File: src/rtl/dac_tx_pkg.sv
package dac_tx_pkg;

    localparam int SAMPLE_W = 16;

    typedef logic [SAMPLE_W-1:0] sample_t;

    typedef struct packed {
        sample_t i_word;
        sample_t q_word;
    } iq_pair_t;

    typedef enum logic {
        HALF_Q = 1'b0,
        HALF_I = 1'b1
    } half_sel_t;

    function automatic iq_pair_t iq_zero();
        iq_pair_t z;
        z.i_word = '0;
        z.q_word = '0;
        return z;
    endfunction

    function automatic iq_pair_t iq_make(input sample_t i_w, input sample_t q_w);
        iq_pair_t p;
        p.i_word = i_w;
        p.q_word = q_w;
        return p;
    endfunction

    function automatic sample_t iq_pick(input iq_pair_t p, input half_sel_t h);
        return (h == HALF_I) ? p.i_word : p.q_word;
    endfunction

endpackage

File: src/rtl/dac_tx_capture.sv
module dac_tx_capture
    import dac_tx_pkg::*;
(
    input  logic     clk,
    input  logic     rst,
    input  logic     in_valid,
    input  sample_t  in_i,
    input  sample_t  in_q,
    output logic     in_ready,
    output iq_pair_t cap_pair
);

    logic run_q;
    logic take;

    // A sample is taken only when the handshake completes
    assign take     = in_valid && run_q;
    assign in_ready = run_q;

    always_ff @(posedge clk) begin
        if (rst) begin
            run_q <= 1'b0;
        end else begin
            run_q <= 1'b1;
        end
    end

    // Same-edge capture: both words registered together; idle inserts mid-scale
    always_ff @(posedge clk) begin
        if (rst) begin
            cap_pair <= iq_zero();
        end else if (take) begin
            cap_pair <= iq_make(in_i, in_q);
        end else begin
            cap_pair <= iq_zero();
        end
    end

endmodule

File: src/rtl/dac_tx_launch.sv
module dac_tx_launch
    import dac_tx_pkg::*;
(
    input  logic     clk,
    input  logic     rst,
    input  iq_pair_t cap_pair,
    output iq_pair_t launch_pair
);

    // Second stage: both halves of the output leave from one register
    always_ff @(posedge clk) begin
        if (rst) begin
            launch_pair <= iq_zero();
        end else begin
            launch_pair <= cap_pair;
        end
    end

endmodule

File: src/rtl/dac_tx_ddr_mux.sv
module dac_tx_ddr_mux
    import dac_tx_pkg::*;
(
    input  logic     clk,
    input  iq_pair_t launch_pair,
    output sample_t  dac_data
);

    half_sel_t half;

    // Behavioural stand-in for an output DDR cell: clock level picks the half
    assign half     = clk ? HALF_I : HALF_Q;
    assign dac_data = iq_pick(launch_pair, half);

endmodule

File: src/rtl/dac_tx_clk_fwd.sv
module dac_tx_clk_fwd (
    input  logic clk,
    input  logic rst,
    output logic dac_clk
);

    logic run_q;
    logic gate_en;

    always_ff @(posedge clk) begin
        if (rst) begin
            run_q <= 1'b0;
        end else begin
            run_q <= 1'b1;
        end
    end

    // Enable moves only while clk is low, so no runt pulse reaches the pin
    always_ff @(negedge clk) begin
        gate_en <= run_q;
    end

    assign dac_clk = clk & gate_en;

endmodule

File: src/rtl/ddr_iq_dac_tx.sv
module ddr_iq_dac_tx
    import dac_tx_pkg::*;
(
    input  logic                clk,
    input  logic                rst,
    input  logic                in_valid,
    output logic                in_ready,
    input  logic [SAMPLE_W-1:0] in_i,
    input  logic [SAMPLE_W-1:0] in_q,
    output logic [SAMPLE_W-1:0] dac_data,
    output logic                dac_clk,
    output logic                dac_frame
);

    iq_pair_t cap_pair;
    iq_pair_t launch_pair;

    dac_tx_capture u_capture (
        .clk      (clk),
        .rst      (rst),
        .in_valid (in_valid),
        .in_i     (in_i),
        .in_q     (in_q),
        .in_ready (in_ready),
        .cap_pair (cap_pair)
    );

    dac_tx_launch u_launch (
        .clk         (clk),
        .rst         (rst),
        .cap_pair    (cap_pair),
        .launch_pair (launch_pair)
    );

    dac_tx_ddr_mux u_mux (
        .clk         (clk),
        .launch_pair (launch_pair),
        .dac_data    (dac_data)
    );

    dac_tx_clk_fwd u_clk_fwd (
        .clk     (clk),
        .rst     (rst),
        .dac_clk (dac_clk)
    );

    // Frame strobe is not needed for word-wide transfers
    assign dac_frame = 1'b0;

endmodule

File: config.mk
export PLATFORM = sky130hd
export DESIGN_NAME = ddr_iq_dac_tx
export DESIGN_NICKNAME = d
export VERILOG_FILES = /design/src/rtl/dac_tx_pkg.sv /design/src/rtl/dac_tx_capture.sv /design/src/rtl/dac_tx_launch.sv /design/src/rtl/dac_tx_ddr_mux.sv /design/src/rtl/dac_tx_clk_fwd.sv /design/src/rtl/ddr_iq_dac_tx.sv
export SDC_FILE = /design/constraint.sdc
export NUM_CORES = 1
export LEC_CHECK = 0
export ABC_AREA = 1
export ABC_CLOCK_PERIOD_IN_PS = 1850
export CORE_UTILIZATION = 20
export DETAILED_ROUTE_END_ITERATION = 12
export PLACE_DENSITY_LB_ADDON = 0.15
export SLEW_MARGIN = 25
export SYNTH_ARGS = -nofsm -noshare
export SYNTH_HDL_FRONTEND = slang
export SYNTH_HIERARCHICAL = 1
export SYNTH_SLANG_ARGS = --single-unit
File: constraint.sdc
create_clock -name clk -period 1.85 [get_ports clk]
set_input_delay 0.185 -clock clk [delete_from_list [all_inputs] [get_ports clk]]
set_output_delay 0.185 -clock clk [all_outputs]
set_load 0.1 [all_outputs]
==> flow_summary_export.csv, run 1 <==
group,metric,value,unit
run_status,status,"complete, but fails checks",
run_status,violations,"negative setup slack",
cells_and_area,diodes,0,
worst_setup_path,slowest_delay,0.31,ns
yosys,synth_top_area_share,59.5,%
yosys,yosys_warnings,6,
worst_setup_path,cp-endpoint,"dac_clk",
cells_and_area,final_util,35.2,%
worst_setup_path,cp_cell_sequence,"nand2_2 > clkinvlp_4 > buf_8",
sta,finalMaxSlewViolations,0,
yosys,yosysTopAreaCell,"dfxtp_1",
floorplan,rows,38,
yosys,syn-mean-instance-area,8.64,um^2
clock_tree,tritoncts,"built",
floorplan,fp.dieH,108,um
placement,port_buffers,52,
placement,place_congestion,0.616,
worst_setup_path,path_class,"reg -> out",
global_routing,overflow,0,
cells_and_area,nNetsFinal,381,
sta,relSlewSlack,60.1,%
detailed_routing,totalWireLength,4140,um
clock_tree,path_clk_slew,0.03,ns
flow_run,cap_violations,0,
global_routing,grt_max_degree,34,
worst_setup_path,r2r-end,"u_clk_fwd/gate_en",
worst_setup_path,worstSetupEndpointType,"primary output",
worst_setup_path,required,1.66,ns
hold_path,hp-class,"in -> reg",
worst_setup_path,slowest_stage,"dfxtp_2",
power_and_ir_drop,leakagePower,1.73,nW
worst_setup_path,r2r_setup_slack,0.56,ns
clock_tree,insertion_delay,0.55,ns
detailed_routing,via_count,1707,
yosys,synthFlopType,"dfxtp_1",
worst_setup_path,critPathMaxFanout,1,
worst_setup_path,crit_cells,3,
power_and_ir_drop,power_density,1610,nW/um^2
floorplan,die-area,11700,um^2
floorplan,start_util,20.6,%
worst_setup_path,cp.arrival,1.95,ns
placement,dp_hpwl,2380,um
global_routing,antenna_found_initial,0,
sta,worst_slew_pin_slew,0.599,ns
yosys,synth-edff-count,0,
yosys,synth_commonest_cells,"67 x dfxtp_1, 67 x inv_1, 44 x nand2_1",
cells_and_area,synthToLayoutAreaGrowth,70.7,%
floorplan,core_area,10900,um^2
detailed_routing,wl_per_cell,8.37,um
worst_setup_path,r2r_start,"u_clk_fwd/run_q",
worst_setup_path,path_delay_family,"flip-flops",
yosys,syn_nets,296,
detailed_routing,first_pass_iters,4,
floorplan,die_w,108,um
detailed_routing,remaining_drc_errors,0,
yosys,synthCells,261,
yosys,ys_seq_elements,67,
sta,clock-skew-final,0.215,ns
power_and_ir_drop,ir_drop,0.598,mV
cells_and_area,drive_gt1_share,39.2,%
sta,rsz0062_at_grt,"yes",
yosys,async_reset_ff_share,0,%
global_routing,grt_pass1_vias,1793,
detailed_routing,postRouteAntennaNets,0,
detailed_routing,viasPerCell,3.45,
detailed_routing,drt_iter0_drc,13,
yosys,synth_area,2260,um^2
sta,setup_slack,-0.286,ns
sta,hold_viol,0,
global_routing,grt_use_total,8.12,%
global_routing,grt_pass1_wl,6740,um
power_and_ir_drop,p_total,6.21,mW
yosys,ys_seq_area_share,59.5,%
yosys,synth_cell_types,13,
yosys,synth_area_leaders,"dfxtp_1 59%, inv_1 11%, nor2_2 8.3%, nand2_1 7.3%, nor2_1 5.7%",
worst_setup_path,reg2regPathDepth,0,
floorplan,io_pins,54,
worst_setup_path,path_buf_inv,2,
worst_setup_path,crit_start,"u_clk_fwd/gate_en",
worst_setup_path,worst_setup_path_start_kind,"flip-flop",
clock_tree,hold_buffers,0,
sta,setup_viol,2,
registers in the layout, summed over array words and instances, names as in the netlist:
register	flops
u_capture/cap_pair	32
u_clk_fwd/gate_en	1
u_clk_fwd/run_q	1
u_capture/in_ready	1
u_launch/launch_pair	32
metal layers:
layer / track usage, % / share of wire, % / vias up
met5: 0 / 0 / -
met4: 13.7 / 5.9 / 0
met3: 6.03 / 8.6 / 25
met2: 9.10 / 47 / 55
met1: 7.19 / 39 / 733
li1: - / - / 894
tightest hold or removal path: stages:
cell and delay (ns):
clkdlybuf4s50_1 0.39, inv_1 0.06, nor2_2 0.03
kinds of logic (layout without fill, tap and decap cells):
logic type,count (synthesis),in the layout,synth area share [%]
DFF,67,67,59.5
buffers and inverters,79,173,16.9
and+or+nand+nor,114,114,23.5
other,1,1,0.166
metrics by stage:
stage               worst slack (ns)  hold WS (ns)  instance area, um^2  setup TNS (ns)  std cells
finish                        -0.286         0.165                 3850          -0.286        495
global route                  -0.320         0.154                 3850          -0.343        495
CTS                           -0.308         0.157                 3750          -0.320        488
detailed placement            -0.784         0.394                 2890           -9.86        444
global placement              -0.778         0.392                 2890           -9.85        444
floorplan                    -0.0127         0.242                 2300         -0.0127        261
layout by cell type (no fill, tap or decap):
cell             instances
clkinvlp_4               1
nand2_1                 14
inv_2                    2
buf_4                   10
clkdlybuf4s50_1         34
nor2_2                  30
clkbuf_8                 1
inv_12                   1
inv_1                   67
buf_8                    2
clkbuf_2                 1
conb_1                   1
clkbuf_16               18
inv_8                    2
dfxtp_1                 66
dfxtp_2                  1
nand3_4                  1
nor2_1                  34
inv_6                   17
inv_16                   1
buf_12                  15
nand2_4                  4
clkinv_8                 1
nand2_2                 31
final cells by class:
type	count	area [um^2]
inverter	66	248
clock inverter	26	243
clock buffer	45	860
fill	1158	7080
timing repair buffer	36	355
tap	140	175
multi-input combinational	115	628
sequential	67	1340
worst min path at each step:
stage	endpoint	start	cells after the start	slack, ns
6_report	u_capture/cap_pair[2]	in_q[2]	3	0.16
5_1_grt	u_capture/cap_pair[2]	in_q[2]	3	0.15
4_1_cts	u_capture/cap_pair[27]	in_i[11]	3	0.16
3_5_place_dp	u_launch/launch_pair[20]	u_capture/cap_pair[20]	2	0.39
3_3_place_gp	u_launch/launch_pair[16]	u_capture/cap_pair[16]	2	0.39
2_1_floorplan	u_clk_fwd/run_q	rst	1	0.24
where the power goes:
part	internal, mW	switching [mW]
Combinational	0.0829	0.0779
Sequential	1.48	0.0100
Clock	2.50	2.06
timing repair:
item                                    4_1_cts  5_1_grt
buffers inserted                              1        7
pin swaps                                     6        4
endpoints found under the setup margin       50       13
gates resized for setup                     155       14
No activity file was read; power rests on OpenSTA's default activity.
==> inputs of run 2 (changes only) <==
--- a/config.mk
+++ b/config.mk
@@ -7,9 +7,9 @@
 export LEC_CHECK = 0
 export ABC_AREA = 1
 export ABC_CLOCK_PERIOD_IN_PS = 1850
+export CORE_ASPECT_RATIO = 1.25
 export CORE_UTILIZATION = 20
 export DETAILED_ROUTE_END_ITERATION = 12
-export PLACE_DENSITY_LB_ADDON = 0.15
 export SLEW_MARGIN = 25
 export SYNTH_ARGS = -nofsm -noshare
 export SYNTH_HDL_FRONTEND = slang
==> run 2 against run 1 <==
  * Synthesized area stayed put
  * Synthesized cell count stayed put
  * The run now fails in global routing
==> flow_summary_export.csv, run 2 <==
group,metric,value,unit
run_status,status,"stopped before the end",
run_status,stop_stage,"global routing",
run_status,stop_error,"[ERROR GRT-0232] Routing congestion too high. Check the congestion heatmap in the GUI.",
yosys,synthCells,261,
yosys,synth_commonest_cells,"67 x dfxtp_1, 67 x inv_1, 44 x nand2_1",
yosys,synth_top_area_share,59.5,%
yosys,ys_seq_area_share,59.5,%
yosys,syn-mean-instance-area,8.64,um^2
floorplan,start_util,20.5,%
placement,dp_hpwl,2450,um
yosys,synth_area,2260,um^2
floorplan,rows,43,
yosys,syn_nets,296,
floorplan,fp.dieH,121,um
placement,port_buffers,52,
floorplan,io_pins,54,
global_routing,overflow,197000,
global_routing,grt_use_total,2440,%
global_routing,grt_max_degree,34,
placement,place_congestion,0.588,
yosys,yosysTopAreaCell,"dfxtp_1",
yosys,synth_area_leaders,"dfxtp_1 59%, inv_1 11%, nor2_2 8.3%, nand2_1 7.3%, nor2_1 5.7%",
yosys,synth_cell_types,13,
yosys,ys_seq_elements,67,
yosys,synthFlopType,"dfxtp_1",
placement,place_area,2880,um^2
yosys,yosys_warnings,6,
yosys,async_reset_ff_share,0,%
floorplan,die_w,97.0,um
placement,post-place-ws,-0.777,ns
yosys,synth-edff-count,0,
-- run 2: cell counts after synthesis --
Identical to the previous run, type by type.
-- run 2: timing repair --
action                     in CTS
hold endpoints to repair        5
pin swaps                       7
setup endpoints to repair      50
resized for setup             152
buffers inserted                3
gates cloned                    0
hold buffers                    5
-- run 2: logic make-up after synthesis --
logic type    share of synthesized area [%]
other cells                           0.166
buf+inv                                16.9
flops                                  59.5
simple gates                           23.5
-- run 2: metal layers --
metal,overflow,track usage (%)
met1,0,5.33
met5,0,0.452
met4,131000,12200
met3,65500,3800
met2,0,10.2
-- run 2: per-stage QoR --
step / std cells / setup TNS [ns] / utilization [%] / hold WS (ns)
floorplan: 261 / -0.0127 / - / 0.242
detailed placement: 439 / -9.85 / 26.1 / 0.394
CTS: 490 / -0.564 / 34.4 / 0.0120
global placement: 439 / -9.85 / 26.1 / 0.388
